**src/rtl/sc_bridge_pkg.sv**
```systemverilog
package sc_bridge_pkg;
  typedef enum logic [1:0] {
    KIND_NONE   = 2'd0,
    KIND_STREAM = 2'd1,
    KIND_CFG    = 2'd2,
    KIND_RDREQ  = 2'd3
  } msg_kind_e;

  typedef enum logic [2:0] {
    SRC_NONE   = 3'd0,
    SRC_HOLD   = 3'd1,
    SRC_DIRECT = 3'd2,
    SRC_RDREQ  = 3'd3,
    SRC_CFG    = 3'd4
  } msg_src_e;
endpackage

```
**src/rtl/sc_dp_ram.sv**
```systemverilog
module sc_dp_ram #(
  parameter int AW = 7,
  parameter int DW = 8
) (
  input  logic          clk,
  input  logic          wr_en,
  input  logic [AW-1:0] wr_addr,
  input  logic [DW-1:0] wr_data,
  input  logic          rd_en,
  input  logic [AW-1:0] rd_addr,
  output logic [DW-1:0] rd_data
);
  localparam int WORDS = 1 << AW;

  logic [DW-1:0] mem [WORDS];

  // one write port, one registered read port: block RAM friendly
  always_ff @(posedge clk) begin
    if (wr_en) mem[wr_addr] <= wr_data;
  end

  always_ff @(posedge clk) begin
    if (rd_en) rd_data <= mem[rd_addr];
  end
endmodule

```
**src/rtl/sc_addr_fifo.sv**
```systemverilog
module sc_addr_fifo #(
  parameter int W     = 7,
  parameter int DEPTH = 8
) (
  input  logic         clk,
  input  logic         rst,
  input  logic         push,
  input  logic [W-1:0] din,
  input  logic         pop,
  output logic [W-1:0] head,
  output logic         empty,
  output logic         full
);
  localparam int PW = (DEPTH > 1) ? $clog2(DEPTH) : 1;
  localparam int CW = PW + 1;
  localparam logic [PW-1:0] LAST = PW'(DEPTH - 1);

  logic [W-1:0]  mem [DEPTH];
  logic [PW-1:0] wp, rp;
  logic [CW-1:0] cnt;

  assign empty = (cnt == '0);
  assign full  = (cnt == CW'(DEPTH));
  assign head  = mem[rp];

  always_ff @(posedge clk) begin
    if (push) mem[wp] <= din;
  end

  always_ff @(posedge clk) begin
    if (rst) begin
      wp  <= '0;
      rp  <= '0;
      cnt <= '0;
    end else begin
      if (push) wp <= (wp == LAST) ? '0 : wp + 1'b1;
      if (pop)  rp <= (rp == LAST) ? '0 : rp + 1'b1;
      case ({push, pop})
        2'b10:   cnt <= cnt + 1'b1;
        2'b01:   cnt <= cnt - 1'b1;
        default: cnt <= cnt;
      endcase
    end
  end

  // the write decoder must hold writes off while the queue is full
  assert_no_overflow_R6 : assert property (@(posedge clk) disable iff (rst)
    push |-> !full) else $error("address fifo overflow");

  // the packetizer only takes an address that is present
  assert_no_underflow_R4 : assert property (@(posedge clk) disable iff (rst)
    pop |-> !empty) else $error("address fifo underflow");
endmodule

```
**src/rtl/sc_read_ctl.sv**
```systemverilog
module sc_read_ctl #(
  parameter int AW = 7
) (
  input  logic          clk,
  input  logic          rst,
  input  logic          rd_go,
  input  logic [AW-1:0] rd_addr,
  input  logic          rep_valid,
  input  logic [AW-1:0] rep_addr,
  input  logic          req_taken,
  output logic          pend,
  output logic          valid,
  output logic          req_unsent,
  output logic [AW-1:0] req_addr,
  output logic          nack_q
);
  logic remote_rd, hit, consume;

  assign remote_rd = rd_go && (rd_addr != '0);
  assign hit       = valid && (rd_addr == req_addr);
  assign consume   = remote_rd && pend && hit;

  always_ff @(posedge clk) begin
    if (rst) begin
      pend       <= 1'b0;
      valid      <= 1'b0;
      req_unsent <= 1'b0;
      req_addr   <= '0;
      nack_q     <= 1'b0;
    end else begin
      if (req_taken) req_unsent <= 1'b0;
      if (rd_go) begin
        if (!remote_rd) begin
          nack_q <= 1'b0;
        end else if (!pend) begin
          pend       <= 1'b1;
          req_addr   <= rd_addr;
          req_unsent <= 1'b1;
          nack_q     <= 1'b1;
        end else if (hit) begin
          pend   <= 1'b0;
          valid  <= 1'b0;
          nack_q <= 1'b0;
        end else begin
          nack_q <= 1'b1;
        end
      end
      if (rep_valid && pend && !valid && !consume && (rep_addr == req_addr))
        valid <= 1'b1;
    end
  end

  // a fetched value only exists for an outstanding request
  assert_valid_needs_pend_R9 : assert property (@(posedge clk) disable iff (rst)
    valid |-> pend) else $error("read valid without pending request");

  // an early repeat read neither drops nor retargets the request
  assert_retry_keeps_req_R8 : assert property (@(posedge clk) disable iff (rst)
    (remote_rd && pend && !valid) |=> (pend && $stable(req_addr)))
    else $error("retry disturbed outstanding read");
endmodule

```
**src/rtl/sc_reg_bridge.sv**
```systemverilog
module sc_reg_bridge
  import sc_bridge_pkg::*;
#(
  parameter int AW         = 7,
  parameter int DW         = 8,
  parameter int FIFO_DEPTH = 8
) (
  input  logic          clk,
  input  logic          rst,
  input  logic          bus_wr,
  input  logic          bus_rd,
  input  logic [AW-1:0] bus_addr,
  input  logic [DW-1:0] bus_wdata,
  output logic          bus_busy,
  output logic          bus_rack,
  output logic          bus_rnack,
  output logic [DW-1:0] bus_rdata,
  output logic          msg_valid,
  input  logic          msg_ready,
  output logic [1:0]    msg_kind,
  output logic [AW-1:0] msg_addr,
  output logic [DW-1:0] msg_data,
  input  logic          rep_valid,
  input  logic [AW-1:0] rep_addr,
  input  logic [DW-1:0] rep_data
);
  localparam int CSR_PAD = DW - 2;
  localparam logic [AW-1:0] STREAM_ADDR = '0;

  // ---------------- access decode ----------------
  logic wr_ok, stream_wr, reg_wr, rd_go;
  logic hold_v;
  logic [DW-1:0] hold_data;
  logic fifo_empty, fifo_full;

  assign bus_busy  = hold_v || fifo_full;
  assign wr_ok     = bus_wr && !bus_rd && !bus_busy;
  assign stream_wr = wr_ok && (bus_addr == STREAM_ADDR);
  assign reg_wr    = wr_ok && (bus_addr != STREAM_ADDR);
  assign rd_go     = bus_rd && !bus_wr;

  // ---------------- posted write path ----------------
  logic [AW-1:0] fifo_head;
  logic          pop;
  logic [DW-1:0] wram_q;
  logic          stg_v, stg_take;
  logic [AW-1:0] stg_addr;

  sc_addr_fifo #(.W(AW), .DEPTH(FIFO_DEPTH)) u_addr_fifo (
    .clk(clk), .rst(rst),
    .push(reg_wr), .din(bus_addr),
    .pop(pop), .head(fifo_head),
    .empty(fifo_empty), .full(fifo_full)
  );

  sc_dp_ram #(.AW(AW), .DW(DW)) u_wr_ram (
    .clk(clk),
    .wr_en(reg_wr), .wr_addr(bus_addr), .wr_data(bus_wdata),
    .rd_en(pop), .rd_addr(fifo_head), .rd_data(wram_q)
  );

  assign pop = !fifo_empty && (!stg_v || stg_take);

  always_ff @(posedge clk) begin
    if (rst) begin
      stg_v    <= 1'b0;
      stg_addr <= '0;
    end else if (pop) begin
      stg_v    <= 1'b1;
      stg_addr <= fifo_head;
    end else if (stg_take) begin
      stg_v    <= 1'b0;
    end
  end

  // ---------------- read handshake ----------------
  logic          rq_pend, rq_valid, rq_unsent, rq_taken, nack_q;
  logic [AW-1:0] rq_addr;
  logic [DW-1:0] rram_q;

  sc_read_ctl #(.AW(AW)) u_read_ctl (
    .clk(clk), .rst(rst),
    .rd_go(rd_go), .rd_addr(bus_addr),
    .rep_valid(rep_valid), .rep_addr(rep_addr),
    .req_taken(rq_taken),
    .pend(rq_pend), .valid(rq_valid),
    .req_unsent(rq_unsent), .req_addr(rq_addr),
    .nack_q(nack_q)
  );

  sc_dp_ram #(.AW(AW), .DW(DW)) u_rd_ram (
    .clk(clk),
    .wr_en(rep_valid), .wr_addr(rep_addr), .wr_data(rep_data),
    .rd_en(rd_go), .rd_addr(bus_addr), .rd_data(rram_q)
  );

  logic          rack_q, csr_sel_q;
  logic [DW-1:0] csr_q;

  always_ff @(posedge clk) begin
    if (rst) begin
      rack_q    <= 1'b0;
      csr_sel_q <= 1'b0;
      csr_q     <= '0;
    end else begin
      rack_q <= rd_go;
      if (rd_go) begin
        csr_sel_q <= (bus_addr == STREAM_ADDR);
        csr_q     <= {{CSR_PAD{1'b0}}, rq_valid, rq_pend};
      end
    end
  end

  assign bus_rack  = rack_q;
  assign bus_rnack = rack_q && nack_q && !csr_sel_q;
  assign bus_rdata = csr_sel_q ? csr_q : (nack_q ? '0 : rram_q);

  // ---------------- message arbiter ----------------
  msg_src_e      sel;
  logic          out_free, load;
  msg_kind_e     nx_kind;
  logic [AW-1:0] nx_addr;
  logic [DW-1:0] nx_data;

  assign out_free = !msg_valid || msg_ready;

  always_comb begin
    if (hold_v)         sel = SRC_HOLD;
    else if (stream_wr) sel = SRC_DIRECT;
    else if (rq_unsent) sel = SRC_RDREQ;
    else if (stg_v)     sel = SRC_CFG;
    else                sel = SRC_NONE;
  end

  assign load     = out_free && (sel != SRC_NONE);
  assign stg_take = load && (sel == SRC_CFG);
  assign rq_taken = load && (sel == SRC_RDREQ);

  always_comb begin
    nx_kind = KIND_NONE;
    nx_addr = '0;
    nx_data = '0;
    case (sel)
      SRC_HOLD:   begin nx_kind = KIND_STREAM; nx_data = hold_data; end
      SRC_DIRECT: begin nx_kind = KIND_STREAM; nx_data = bus_wdata; end
      SRC_RDREQ:  begin nx_kind = KIND_RDREQ;  nx_addr = rq_addr; end
      SRC_CFG:    begin nx_kind = KIND_CFG;    nx_addr = stg_addr; nx_data = wram_q; end
      default:    ;
    endcase
  end

  always_ff @(posedge clk) begin
    if (rst) begin
      hold_v    <= 1'b0;
      hold_data <= '0;
    end else if (stream_wr && !out_free) begin
      hold_v    <= 1'b1;
      hold_data <= bus_wdata;
    end else if (load && (sel == SRC_HOLD)) begin
      hold_v    <= 1'b0;
    end
  end

  always_ff @(posedge clk) begin
    if (rst) begin
      msg_valid <= 1'b0;
      msg_kind  <= 2'd0;
      msg_addr  <= '0;
      msg_data  <= '0;
    end else if (load) begin
      msg_valid <= 1'b1;
      msg_kind  <= nx_kind;
      msg_addr  <= nx_addr;
      msg_data  <= nx_data;
    end else if (msg_ready) begin
      msg_valid <= 1'b0;
    end
  end

  // a stalled message stays put until the link takes it
  assert_msg_hold_R3 : assert property (@(posedge clk) disable iff (rst)
    (msg_valid && !msg_ready) |=>
      (msg_valid && $stable(msg_kind) && $stable(msg_addr) && $stable(msg_data)))
    else $error("message changed while stalled");

  // a waiting stream byte wins the next free slot
  assert_stream_first_R11 : assert property (@(posedge clk) disable iff (rst)
    (hold_v && out_free) |=> (msg_valid && msg_kind == 2'd1))
    else $error("stream byte lost priority");

  // a byte waiting for the slot keeps the bus busy
  assert_busy_on_hold_R6 : assert property (@(posedge clk) disable iff (rst)
    hold_v |-> bus_busy) else $error("busy low with waiting stream byte");
endmodule

```
**config.mk**
```make
export PLATFORM = sky130hd
export DESIGN_NAME = sc_reg_bridge
export DESIGN_NICKNAME = d
export VERILOG_FILES = /design/src/rtl/sc_bridge_pkg.sv /design/src/rtl/sc_dp_ram.sv /design/src/rtl/sc_addr_fifo.sv /design/src/rtl/sc_read_ctl.sv /design/src/rtl/sc_reg_bridge.sv
export SDC_FILE = /design/constraint.sdc
export NUM_CORES = 2
export LEC_CHECK = 0
export ABC_AREA = 1
export BUFFER_PORTS_ARGS = -buffer_cell sky130_fd_sc_hd__buf_2
export CORE_MARGIN = 2
export CORE_UTILIZATION = 50
export CTS_CLUSTER_SIZE = 20
export DETAILED_ROUTE_END_ITERATION = 6
export PLACE_DENSITY = 0.65
export SETUP_SLACK_MARGIN = 0.02
export SLEW_MARGIN = 20
export SYNTH_ARGS = -nofsm -noshare
export SYNTH_HDL_FRONTEND = slang
export SYNTH_SLANG_ARGS = --single-unit
```
**constraint.sdc**
```tcl
create_clock -name clk -period 6.94 [get_ports clk]
set_clock_uncertainty 0.15 [all_clocks]
set_input_delay 0.347 -clock clk [delete_from_list [all_inputs] [get_ports clk]]
set_output_delay 0.347 -clock clk [all_outputs]
set_load 0.1 [all_outputs]
```
# Word-level counts from Yosys, hierarchy flattened
# Memory sizes are Yosys's and may differ from the RTL's. A register that Yosys moved wholly into a read port is not among the register bits.
# Index checks and enable logic that the tools add are counted.
[totals] output_inout_bits=29 ramBits=2104 mem_count=3 reg_bits=60 word_cells=124
[classes] n_reduce_logical=50 mux=36 bitwise=1 n_eq_ne=11 n_addsub=4
[mem_list] memory="u_rd_ram.mem" depth=128 width=8 rd=1 rd_clocked_by_memory_dff=1 write_ports=1 line_no="sc_dp_ram.sv:15" text="logic [DW-1:0] mem [WORDS];"
[mem_list] memory="u_wr_ram.mem" depth=128 width=8 rd=1 rd_clocked_by_memory_dff=1 write_ports=1 line_no="sc_dp_ram.sv:15"
[mem_list] memory="u_addr_fifo.mem" depth=8 width=7 rd=1 rd_clocked_by_memory_dff=1 write_ports=1 line_no="sc_addr_fifo.sv:18" text="logic [W-1:0] mem [DEPTH];"
[ops] operator="3-bit 2-to-1 mux" n=8
[ops] operator="8-bit one-hot mux with 3 select lines" n=1
[ops] operator="1-bit 2-to-1 mux" n=22
[ops] operator="1-bit logical AND" n=21
[ops] operator="8-bit 2-to-1 mux" n=2
[ops] operator="2-bit nonzero test" n=8
[ops] operator="7-bit equality test" n=2
[ops] operator="7-bit one-hot mux with 2 select lines" n=1
[ops] operator="1-bit logical NOT" n=10
[ops] operator="3-bit equality test (second input constant)" n=3
[ops] operator="4-bit one-hot mux with 2 select lines" n=1
[ops] operator="7-bit logical NOT" n=1
[ops] operator="7-bit nonzero test" n=1
[ops] operator="3-bit by 1-bit adder with 3-bit output (second input constant)" n=2
[ops] operator="3-bit by 2-bit equality test with 1-bit output (second input constant)" n=2
[ops] operator="2-bit one-hot mux with 3 select lines" n=1
[ops] operator="4-bit by 1-bit adder with 4-bit output (second input constant)" n=1
[ops] operator="4-bit equality test (second input constant)" n=1
[ops] operator="4-bit logical NOT" n=1
[ops] operator="4-bit AND reduction" n=1
[ops] operator="4-bit by 1-bit subtractor with 4-bit output (second input constant)" n=1
[ops] operator="3-bit by 1-bit equality test with 1-bit output (second input constant)" n=1
[ops] operator="1-bit logical OR" n=3
[ops] operator="3-bit AND reduction" n=1
[ops] operator="other kinds (6)" n=6

# Longest topological paths before layout
[logic_depth] ltp_word=14 mapped_depth=21 ltp_nobuf=20

# By module
# Synthesis repeated with hierarchy kept, for this count alone.
[hier_totals] hier_cells=7817 area_unflattened_um2=90007.6
[by_module_without_submodules] module="sc_dp_ram" area_per_inst_um2=42184.2 seq_area_each_um2=30989.7 n_inst=2 cells_per_inst=3575
[by_module_without_submodules] module="sc_addr_fifo" area_per_inst_um2=2874.0 seq_area_each_um2=1941.9 n_inst=1 cells_per_inst=249
[by_module_without_submodules] module="sc_reg_bridge" area_per_inst_um2=2024.4 seq_area_each_um2=780.7 n_inst=1 cells_per_inst=298
[by_module_without_submodules] module="sc_read_ctl" area_per_inst_um2=740.7 seq_area_each_um2=220.2 n_inst=1 cells_per_inst=120

# Worst setup path before layout
# OpenSTA, ideal clock, no wires.
[synth_path] path_kind="reg-to-output" start="register rack_q (netlist: bus_rack)" end="output bus_rnack" n_path_buf=0 setup_slack_ps=4123 path_stages_with_launch=3 arrival_time_ps=2320 t_required_ps=6443 cell_sequence="dfxtp_1 -> nand2_1 -> nor2_1"
[synth_via] elab_chain_cells=2
[synth_lines] item="start: declaration" line_no="sc_reg_bridge.sv:97" text="logic rack_q, csr_sel_q;"
[synth_lines] item="start signal: assignment" line_no="sc_reg_bridge.sv:106" text="rack_q <= rd_go;"
[synth_lines] item="1-bit logical AND (2 in series)" line_no="sc_reg_bridge.sv:115" text="assign bus_rnack = rack_q && nack_q && !csr_sel_q;"
[synth_lines] item="end: declaration" line_no="sc_reg_bridge.sv:16" text="output logic bus_rnack,"
# No other way between the ends.

==> impl_results.md <==
* Count of unique library cells instantiated by Yosys at 54
* Mean post-synth cell area at 12.3 sq um
* Arrival time at the worst endpoint at 4910 ps
* Final Cycle Share at 64.5%
* Failing checks: design-rule violations
* Hold Path End: u_wr_ram.mem[62][4]
* Accumulated negative setup slack at 0 ps
* Vertical die dimension at 427 microns
* Fmax at 224 MHz
* Most frequent standard cell in the layout excluding fill and tap cells: sky130_fd_sc_hd__edfxtp_1
* Leak at 34.9 nW
* Longest Clk Path Bufs at 3
* Total number of placement rows at 155
* Half-perimeter wire length after placement at 145 mm
* Commonest cells after routing, fill and taps aside: 2120 x sky130_fd_sc_hd__edfxtp_1, 1591 x sky130_fd_sc_hd__nand2_1, 946 x sky130_fd_sc_hd__nand3_1
* CTS clock-pin slew for the worst setup and hold paths at 60 ps
* Worst reg2reg endpoint: u_wr_ram.rd_data[4]
* Portion of total power attributed to combinational logic at 28.3%
* WL final at 251 mm
* Main flop type after synthesis: sky130_fd_sc_hd__edfxtp_1
* Total track usage at 27.2%
* Synthesized instance count at 7254
* Vias post-DR at 57.7k
* Pwr per Cell Area at 364 nW/um^2
* Max-cap violation count at 0
* Top cell type by total area after synthesis: sky130_fd_sc_hd__edfxtp_1
* Overall die width at 427 microns
* Antenna violations before repair at 6
* Clock root buffer: sky130_fd_sc_hd__clkbuf_16
* Register Area at 64900 sq um
* Proportion of netlist area held by the largest area contributor at 71.1%
* Setup repair after global routing missed its margin: false
* Placeable core area at 178000 sq um
* Post-route DRC at 4
* Initial Util at 50.2%
* Synthesized flop and latch total at 2183
* Post-synth design cell area at 89500 sq um
* Total count of max-transition violations in the final report at 0
* Later-pin clock latency in the skew report at 850 ps
* Sequential power share at 41.1%
* Net switching power at 12.6 mW
* Area of the die at 182000 sq um
* Buffers and inverters on the worst path at 4
* Clock buffers created by TritonCTS at 209
* Biggest cell delay along the critical path at 520 ps
* Yosys Warn Count at 0
* Cell-internal power at 23.3 mW
* Cell Chain, Critical Path: buf_4, inv_2, nand2_1, nand3_1, nand3_4, nand2_8, inv_2, buf_4, nand2_1, nand2_1, nand2_1, nand3_1, nand3_1, nand3_1, nand3_1, nand2_1, nand2_1, nand2_1
* Main area contributors after synthesis: sky130_fd_sc_hd__edfxtp_1 71%, sky130_fd_sc_hd__nand2_1 6.7%, sky130_fd_sc_hd__nand3_1 5.3%
* Number of setup buffers added after CTS at 0
* Num Clock Sinks at 2183
* Most used cell, CP: sky130_fd_sc_hd__nand2_1
* Final Critical Period at 4470 ps
* Count of nets after finishing at 7300
* CP required at 7380 ps
* Detailed-route wire length per cell at 25.7 microns
* Worst Min Path Start: bus_wdata[4]
* Portion of total power attributed to the clock network at 30.5%
* Status: complete, but fails checks
* Total number of H-tree levels at 4
* Sort of element at the start of the critical path: register
* Port buffer count at 64
* Via density at 5.90
* Number of fill cells at 14.5k
* Worst Path Class, Setup: register to register
* Sw Share at 35.2%
* Final Hold Vio Count at 0
* Wire length of the first global-routing pass at 368 mm
* Min-Delay Path Depth at 1
* Max VDD drop at 0.394 mV
* Delay-heaviest family, CP: simple AND/OR/NAND/NOR gates
* Final hold slack at 65.3 ps
* Total setup violations reported at the end of the flow at 0
* Fraction of the yosys area taken by sequential cells at 72.5%
* Reg-to-reg setup timing slack at 2470 ps
* Worst-case headroom to the max-slew limit at 19.6%
* I/O pin count at 65
* Standard cell with the maximum stage delay on the critical path: sky130_fd_sc_hd__inv_2
* Clock tree from TritonCTS: done
* Fraction of final layout cells with drive strength greater than 1 at 6.92%
* Maximum number of pins on one net before global-route repair at 141
* Min-delay worst type: input port to register
* Number of iterations in the first detailed-routing pass at 7
* Post-synth EDFFs at 2120
* Area occupied by multi-input gates at 20100 sq um
* Actual transition at the worst max-transition pin at 1200 ps
* Number of cells on the worst reg-to-reg path at 18
* Number of global-route vias before repair at 55.0k
* DRT antenna net count at 0
* Number of DRC markers in iteration 0 at 7637
* Placer's final routability congestion estimate at 0.879
* Setup crit end kind: register
* Growth of design area from synthesis to finish at 10.2%
* Worst-path maximum fanout at 52
* Congestion Overflow GR at 0
* Async set or reset register ratio after synthesis at 0%
## logic make-up after synthesis
group,share of synthesized area [%]
AND/OR/NAND/NOR,17.9
flip-flops,72.5
buffers and inverters,5.25
AO/OA/AOI/OAI,4.07
XOR/XNOR,0.137
adder cells (fa/ha/maj),0.0839
other,0.00419
## power groups by stage
stage	Clock, mW	Sequential, mW	Combinational [mW]
6_report	11.0	14.8	10.2
2_1_floorplan	0	15.1	6.82
3_3_place_gp	0	15.0	9.98
5_1_grt	11.6	14.8	11.0
4_1_cts	11.1	14.8	10.1
3_5_place_dp	0	15.1	10.1
## synthesized netlist by cell type (all sizes together), types with 6 or more instances
library cell and number:
nor3 8, nor4 10, a22oi 150, clkinv 6
nor2 383, nand2 1599, dfxtp 63, and3 14
o2111ai 8, o22ai 14, xor2 10, ha 6
a31oi 7, a211oi 7, edfxtp 2120, a22o 25
clkbuf 71, nand3b 360, inv 638, nand3 950
o21ai 134, o211ai 12, a21oi 63, buf 349
a221oi 86, nand4 135
## what timing repair did
| action | CTS | global route |
|---|---|---|
| hold buffers | 36 | 0 |
| hold endpoints to repair | 647 | 0 |
| gates resized for setup | 0 | 0 |
## sequential cells by signal, summed over array words and instances, names as in the netlist, 3 cells and up, named ones only
name	count
hold_data	8
msg_addr	7
msg_data	8
stg_addr	7
u_addr_fifo.cnt	4
u_addr_fifo.mem	56
u_addr_fifo.rp	3
u_addr_fifo.wp	3
u_rd_ram.mem	1024
u_rd_ram.rd_data	8
u_read_ctl.req_addr	7
u_wr_ram.mem	1024
u_wr_ram.rd_data	8
## per-stage QoR
stage / power [mW] / cell area (sq um) / utilization, % / setup WS, ps / cells
after detailed placement: 25.1 / 91700 / 51.5 / 2480 / 9366
after CTS: 35.9 / 98600 / 55.3 / 2430 / 9785
after global placement: 25.0 / 91700 / 51.5 / 2490 / 9366
after floorplan: 21.9 / 89500 / - / 4120 / 7261
final: 35.9 / 98600 / 55.3 / 2470 / 9786
after global routing: 37.3 / 98600 / 55.3 / 2180 / 9785
## cell type report
class	instances	share of cell area, %
Inverter	644	2.47
Clock inverter	116	1.02
Clock buffer	267	5.58
Timing Repair Buffer	206	1.77
Sequential cell	2183	65.8
Antenna cell	1	0.00254
Tap cell	2355	2.99
Multi-Input combinational cell	4014	20.3
## routing by layer
| metal | part of all wire, % | up-vias | GRT usage, % |
|---|---|---|---|
| li1 | - | 25728 | - |
| met1 | 39 | 28450 | 36.4 |
| met2 | 48 | 2977 | 44.0 |
| met3 | 8.8 | 555 | 4.96 |
| met4 | 4.6 | 8 | 11.5 |
| met5 | 0.024 | - | 0 |
## worst max-delay path by stage
stage | endpoint | slack, ps | depth (start not counted) | from
after floorplan | bus_rnack | 4120 | 2 | bus_rack
after global placement | u_wr_ram.rd_data[3] | 2490 | 17 | register
after detailed placement | u_wr_ram.rd_data[3] | 2480 | 15 | register
after CTS | u_wr_ram.rd_data[3] | 2430 | 17 | register
after global routing | u_wr_ram.rd_data[3] | 2180 | 15 | register
final | u_wr_ram.rd_data[4] | 2470 | 18 | register
No activity file was read; power rests on OpenSTA's default activity.
